===== src/rtl/mdu_pkg.sv =====
package mdu_pkg;
  localparam int unsigned WORD_W    = 32;
  localparam int unsigned HALF_W    = WORD_W / 2;
  localparam int unsigned DIV_STEPS = 2;
  localparam int unsigned DIV_LAT   = WORD_W / DIV_STEPS;

  typedef struct packed {
    logic [WORD_W-1:0] rem;
    logic [WORD_W-1:0] quo;
  } div_state_t;

  // Product of two half-words, optionally treating them as two's complement.
  function automatic logic [WORD_W-1:0] mul_half(input logic [HALF_W-1:0] x,
                                                 input logic [HALF_W-1:0] y,
                                                 input logic sgn);
    logic [WORD_W-1:0] xe, ye;
    xe = {{HALF_W{sgn & x[HALF_W-1]}}, x};
    ye = {{HALF_W{sgn & y[HALF_W-1]}}, y};
    return xe * ye;
  endfunction

  // One restoring step: shift in the next dividend bit, subtract if it fits.
  function automatic div_state_t div_step(input div_state_t s, input logic [WORD_W-1:0] d);
    div_state_t  n;
    logic [WORD_W:0] sh;
    sh    = {s.rem, s.quo[WORD_W-1]};
    n.quo = {s.quo[WORD_W-2:0], 1'b0};
    if (sh >= {1'b0, d}) begin
      n.rem    = sh[WORD_W-1:0] - d;
      n.quo[0] = 1'b1;
    end else begin
      n.rem = sh[WORD_W-1:0];
    end
    return n;
  endfunction
endpackage


===== src/rtl/mdu_mac.sv =====
module mdu_mac
  import mdu_pkg::*;
(
  input  logic [WORD_W-1:0] factors,
  input  logic              sgn,
  input  logic [WORD_W-1:0] acc_in,
  output logic [WORD_W-1:0] prod,
  output logic [WORD_W-1:0] acc_sum
);
  always_comb begin
    prod    = mul_half(factors[HALF_W-1:0], factors[WORD_W-1:HALF_W], sgn);
    acc_sum = acc_in + prod;
  end
endmodule


===== src/rtl/mdu_divider.sv =====
module mdu_divider
  import mdu_pkg::*;
#(
  parameter int unsigned STEPS = DIV_STEPS
) (
  input  logic              clk,
  input  logic              rst_n,
  input  logic              start,
  input  logic [WORD_W-1:0] dividend,
  input  logic [WORD_W-1:0] divisor,
  output logic              busy,
  output logic              done,
  output logic [WORD_W-1:0] quotient,
  output logic [WORD_W-1:0] remainder
);
  localparam int unsigned LAT   = WORD_W / STEPS;
  localparam int unsigned CNT_W = $clog2(LAT);

  div_state_t        st_q;
  logic [WORD_W-1:0] dsr_q;
  logic [CNT_W-1:0]  cnt_q;
  div_state_t        chain [STEPS+1];

  assign chain[0] = st_q;
  for (genvar g = 0; g < STEPS; g++) begin : g_step
    assign chain[g+1] = div_step(chain[g], dsr_q);
  end

  assign done      = busy && (cnt_q == CNT_W'(LAT - 1));
  assign quotient  = (dsr_q == '0) ? '1 : chain[STEPS].quo;
  assign remainder = (dsr_q == '0) ? '1 : chain[STEPS].rem;

  always_ff @(posedge clk) begin
    if (!rst_n) begin
      busy  <= 1'b0;
      st_q  <= '0;
      dsr_q <= '0;
      cnt_q <= '0;
    end else if (start && !busy) begin
      busy  <= 1'b1;
      st_q  <= '{rem: '0, quo: dividend};
      dsr_q <= divisor;
      cnt_q <= '0;
    end else if (busy) begin
      st_q  <= chain[STEPS];
      cnt_q <= cnt_q + 1'b1;
      if (done) busy <= 1'b0;
    end
  end
endmodule


===== src/rtl/mdu_top.sv =====
module mdu_top
  import mdu_pkg::*;
#(
  parameter int unsigned ADDR_W = 4
) (
  input  logic              clk,
  input  logic              rst_n,
  input  logic [ADDR_W-1:0] addr,
  input  logic [7:0]        wdata,
  input  logic              wr_en,
  input  logic              rd_en,
  output logic [7:0]        rdata
);
  localparam int unsigned NB     = WORD_W / 8;
  localparam int unsigned LANE_W = $clog2(NB);
  localparam int unsigned SEL_W  = ADDR_W - LANE_W;
  localparam logic [SEL_W-1:0] SEL_X = SEL_W'(0);
  localparam logic [SEL_W-1:0] SEL_Y = SEL_W'(1);
  localparam logic [SEL_W-1:0] SEL_Z = SEL_W'(2);
  localparam logic [SEL_W-1:0] SEL_K = SEL_W'(3);
  localparam int unsigned B_GO  = 0;
  localparam int unsigned B_SGN = 3;
  localparam int unsigned B_ACC = 6;
  localparam int unsigned B_OFF = 7;

  logic [WORD_W-1:0] a_q, b_q, c_q;
  logic [7:0]        ctl_q;
  logic [NB-1:0]     aflag_q, aflag_next;
  logic              mul_go;

  logic [SEL_W-1:0]  reg_sel;
  logic [LANE_W-1:0] lane;
  logic              busy, wr_a, wr_b, wr_c, wr_ctl, a_full, mul_en, div_start;
  logic              div_busy, div_done;
  logic [WORD_W-1:0] div_quo, div_rem, prod, mac_sum;

  assign reg_sel    = addr[ADDR_W-1:LANE_W];
  assign lane       = addr[LANE_W-1:0];
  assign busy       = ctl_q[B_GO];
  assign wr_a       = wr_en && reg_sel == SEL_X && !busy;
  assign wr_b       = wr_en && reg_sel == SEL_Y && !busy;
  assign wr_c       = wr_en && reg_sel == SEL_Z;
  assign wr_ctl     = wr_en && reg_sel == SEL_K && lane == '0 && !busy;
  assign aflag_next = aflag_q | (NB'(1) << lane);
  assign a_full     = wr_a && (&aflag_next);
  assign div_start  = wr_ctl && wdata[B_OFF] && wdata[B_GO];
  assign mul_en     = mul_go && !ctl_q[B_OFF];

  mdu_mac u_mac (
    .factors (a_q),
    .sgn     (ctl_q[B_SGN]),
    .acc_in  (c_q),
    .prod    (prod),
    .acc_sum (mac_sum)
  );

  mdu_divider u_div (
    .clk       (clk),
    .rst_n     (rst_n),
    .start     (div_start),
    .dividend  (a_q),
    .divisor   (b_q),
    .busy      (div_busy),
    .done      (div_done),
    .quotient  (div_quo),
    .remainder (div_rem)
  );

  always_ff @(posedge clk) begin
    if (!rst_n) begin
      a_q     <= '0;
      b_q     <= '0;
      c_q     <= '0;
      ctl_q   <= '0;
      aflag_q <= '0;
      mul_go  <= 1'b0;
    end else begin
      mul_go <= a_full;
      if (wr_a) begin
        a_q[{lane, 3'b000} +: 8] <= wdata;
        aflag_q <= a_full ? '0 : aflag_next;
      end
      if (wr_b) b_q[{lane, 3'b000} +: 8] <= wdata;
      if (wr_c) c_q[{lane, 3'b000} +: 8] <= wdata;
      if (wr_ctl) ctl_q <= {wdata[7:1], wdata[B_OFF] & wdata[B_GO]};
      if (mul_en) begin
        b_q <= prod;
        if (ctl_q[B_ACC]) c_q <= mac_sum;
      end
      if (div_done) begin
        a_q         <= div_quo;
        c_q         <= div_rem;
        ctl_q[B_GO] <= 1'b0;
      end
    end
  end

  always_comb begin
    rdata = '0;
    if (rd_en) begin
      case (reg_sel)
        SEL_X:   rdata = a_q[{lane, 3'b000} +: 8];
        SEL_Y:   rdata = b_q[{lane, 3'b000} +: 8];
        SEL_Z:   rdata = c_q[{lane, 3'b000} +: 8];
        default: rdata = (lane == '0) ? ctl_q : 8'h00;
      endcase
    end
  end
endmodule


===== config.mk =====
export PLATFORM = sky130hd
export DESIGN_NAME = mdu_top
export DESIGN_NICKNAME = d
export VERILOG_FILES = /design/src/rtl/mdu_pkg.sv /design/src/rtl/mdu_mac.sv /design/src/rtl/mdu_divider.sv /design/src/rtl/mdu_top.sv
export SDC_FILE = /design/constraint.sdc
export NUM_CORES = 2
export LEC_CHECK = 0
export ABC_AREA = 1
export BUFFER_PORTS_ARGS = -buffer_cell sky130_fd_sc_hd__buf_2
export CAP_MARGIN = 20
export CORE_MARGIN = 2
export CORE_UTILIZATION = 35
export DETAILED_ROUTE_END_ITERATION = 16
export GPL_TIMING_DRIVEN = 0
export MAX_ROUTING_LAYER = met4
export SYNTH_ARGS = -nofsm -noshare
export SYNTH_HDL_FRONTEND = slang
export SYNTH_HIERARCHICAL = 1
export SYNTH_SLANG_ARGS = --single-unit

===== constraint.sdc =====
create_clock -name clk -period 18.7 [get_ports clk]
set_clock_uncertainty 0.15 [all_clocks]
set_input_delay 0.935 -clock clk [delete_from_list [all_inputs] [get_ports clk]]
set_output_delay 0.935 -clock clk [all_outputs]
set_load 0.1 [all_outputs]

==> out/qor.csv <==
stage,metric,value,unit
final_layout,share of post-route cells with drive strength above 1,4.71,%
power,Clk pwr share,33.3,%
die,full die area,0.0877,mm2
timing,Worst slew margin,32.7,%
cts,Clock Pin Slew Worst Setup and Hold Paths,0.06,ns
logic_synthesis,Synth Cell Area,0.0299,mm2
cts,CTS buffer count,28,
grt,gr usage total,30.0,%
drt,DR DRC count,0,
logic_synthesis,top_reg_cell synth,dfxtp_1,
logic_synthesis,synthesis-stage register bit count,210,
grt,largest net degree at the start of global routing,16,
power,Worst IR Drop VDD,0.0665,mV
grt,vias in the first global route,28700,
cts,CTS sink cnt,210,
logic_synthesis,Netlist cell types,54,
worst_hold_path,Hold WC Path Type,reg -> reg,
logic_synthesis,cells after synthesis,4708,
timing,period utilization,50.2,%
final_layout,design area,0.0324,mm2
cts,CTS-repair resized insts,0,
power,Tot Pwr,0.00181,W
timing,Max Freq,0.107,GHz
logic_synthesis,Synth area leader,fa_1,
logic_synthesis,syn avg cell area,6.34,um2
critical_path,CP Class,reg -> reg,
power,logic gate share of total power,41.6,%
grt,global route overflow,0,
drt,TritonRoute pass-1 iters,6,
logic_synthesis,post-synthesis sequential area ratio,14.1,%
final_layout,final net count,5250,
critical_path,Startpoint Class,register,
drt,Via density,5.14,
drt,Vias,30500,
placement,GP Congestion,1.02,
logic_synthesis,YS warnings,6,
flow_run,max cap viols,0,
drt,wire per inst,21.7,um
placement,Post-DP HPWL,111000,um
cts,H-tree levels,1,
timing,Max Slew Vio Count,0,
critical_path,delay of the slowest cell on the worst path,0.87,ns
final_layout,Fill cells,9508,
critical_path,Worst Path Max Fanout,9,
timing,min Tclk post-route,9.38,ns
drt,DRT iter0 DRCs,3086,
grt,initial antenna violation count,1,
drt,Antenna Violating Nets Remaining,0,
placement,IO buf count,21,
timing,number of setup violations in the final report,0,
logic_synthesis,"EDFF count, synth",0,
critical_path,worst path arrival time,9.70,ns
final_layout,"commonest non-fill, non-tap cell in the layout",nand2_1,
logic_synthesis,Syn Nets,5199,
final_layout,Area growth syn-to-layout,8.56,%
status,status,completed,
power,Psw,0.000781,W
die,Placement Rows,107,
timing,Fin Setup TNS,0,ns
critical_path,Crit path required time,19.02,ns
critical_path,Setup crit end kind,register,
logic_synthesis,share of the synthesized area in the top cell type,19.1,%
power,power per standard cell area,55.7,mW/mm2
final_layout,area of the multi-input gates,0.0213,mm2
critical_path,crit-path leading delay family,adder cells,
timing,slew of the pin with the lowest slew margin,1.01,ns
power,LEAKAGE,17.9,nW
die,# IOs,24,
final_layout,most frequent cells in the layout,"nand2_1, inv_1, nand3_1, nor2_1, fa_1",
cts,Post-CTS Setup Inserts,0,
power,sw frac,43.2,%
logic_synthesis,ys async rst share,0,%
die,die width,296,um
grt,global-route wire length before repair,189000,um
placement,DP Area,0.0314,mm2
critical_path,Worst Path Buf+Inv,7,
critical_path,CP max-delay cell,fa_1,
final_layout,register area,0.00420,mm2
timing,Final Hold Viols,0,
die,core area,0.0849,mm2
power,part of the power in registers,25.1,%
critical_path,CP dominant cell by count,nand2_1,
cts,Worst-Skew Late Latency,0.60,ns
cts,clock buffer depth,3,
cts,TritonCTS clock tree,yes,
drt,final WL,129000,um
critical_path,R2R setup slack,9.32,ns
timing,RSZ-0062 raised after global routing,false,
die,Starting Density,35.2,%
cts,CTS root buf,clkbuf_16,
die,Die Span Y,296,um
power,internal cell power,0.00102,W
logic_synthesis,Area contributors post-synth,"fa_1, nand2_1, dfxtp_1",
cts,CTS Hold Bufs,0,
-- state kept, by name, summed over array words and instances (netlist names) --
register and count:
mul_go 1, u_div/dsr_q 32, ctl_q 8, u_div/cnt_q 4, c_q 32, a_q 32
u_div/chain 64, aflag_q 4, u_div/busy 1, b_q 32
-- cell usage after synthesis (20+ instances only) --
library cell  number
a21oi_1          203
buf_2             25
clkbuf_1         130
dfxtp_1          210
fa_1             285
ha_1             190
inv_1            928
nand2_1         1457
nand2_2           21
nand3_1          367
nand4_1           33
nor2_1           367
nor3_1            23
o21ai_0          123
o21ai_2           20
o221ai_1          23
xnor2_1           20
xor2_1            72
-- cell type report --
class,count,area share [%]
inverters,942,10.9
flip-flops and latches,210,13.0
diodes,2,0.0154
clock inverters,11,0.556
clock buffers,40,2.58
well taps,1144,4.42
repair buffers,21,0.324
multi-input cells,3369,65.7
plain buffers,187,2.55
-- stage by stage --
| stage | util, % | hold WS [ns] | std cells | worst slack [ns] |
|---|---|---|---|---|
| after global routing | 38.2 | 0.358 | 5925 | 8.80 |
| after floorplan | - | 0.294 | 4708 | 11.50 |
| after CTS | 38.2 | 0.329 | 5924 | 9.30 |
| final | 38.2 | 0.325 | 5926 | 9.32 |
| after detailed placement | 37.0 | 0.319 | 5873 | 9.37 |
| after global placement | 37.0 | 0.312 | 5873 | 9.39 |
-- logic make-up (layout without fill, tap and decap cells) --
family	after synthesis	in the layout	share of synthesized area [%]
other	0	2	0
adder cells (fa/ha/maj)	475	475	27.1
AND/OR/NAND/NOR	2345	2345	32.6
XOR/XNOR	92	92	2.70
buffers and inverters	1129	1201	14.6
AO/OA/AOI/OAI	457	457	8.91
flip-flops	210	210	14.1
-- metal layers --
| metal | GRT usage, % | up-vias | part of all wire [%] |
|---|---|---|---|
| li1 | - | 14400 | - |
| met1 | 41.8 | 14600 | 45 |
| met2 | 46.8 | 1160 | 45 |
| met3 | 2.24 | 215 | 6.6 |
| met4 | 8.25 | 0 | 3.3 |
| met5 | - | - | 0 |
-- power by group through the flow --
stage | Combinational, W | Clock [W] | Sequential, W
after floorplan | 0.000489 | 0 | 0.000461
after global placement | 0.000739 | 0 | 0.000463
after detailed placement | 0.000729 | 0 | 0.000463
after CTS | 0.000733 | 0.000603 | 0.000453
after global routing | 0.000809 | 0.000623 | 0.000454
final | 0.000751 | 0.000602 | 0.000454
-- path summary, 6_finish.rpt --
check | startpoint | to | depth (start not counted)
hold / removal | u_div/cnt_q[3]$_SDFFE_PP0P_ | u_div/cnt_q[3]$_SDFFE_PP0P_ | 2
hold reg to reg | u_div/cnt_q[3]$_SDFFE_PP0P_ | u_div/cnt_q[3]$_SDFFE_PP0P_ | 2
setup / recovery | a_q[15]$_SDFFE_PN0P_ | c_q[31]$_SDFF_PN0_ | 36
setup reg to reg | a_q[15]$_SDFFE_PN0P_ | c_q[31]$_SDFF_PN0_ | 36
-- worst register-to-register path, delay by kind of cell (launching register included) --
kind                     cells  cell delay, ns
XOR/XNOR                     1            0.46
adder cells (fa/ha/maj)      8            4.45
flip-flops                   1            0.43
buffers and inverters        7            1.28
AO/OA/AOI/OAI                3            0.53
AND/OR/NAND/NOR             17            1.95
(Power assumes the default switching activity.)
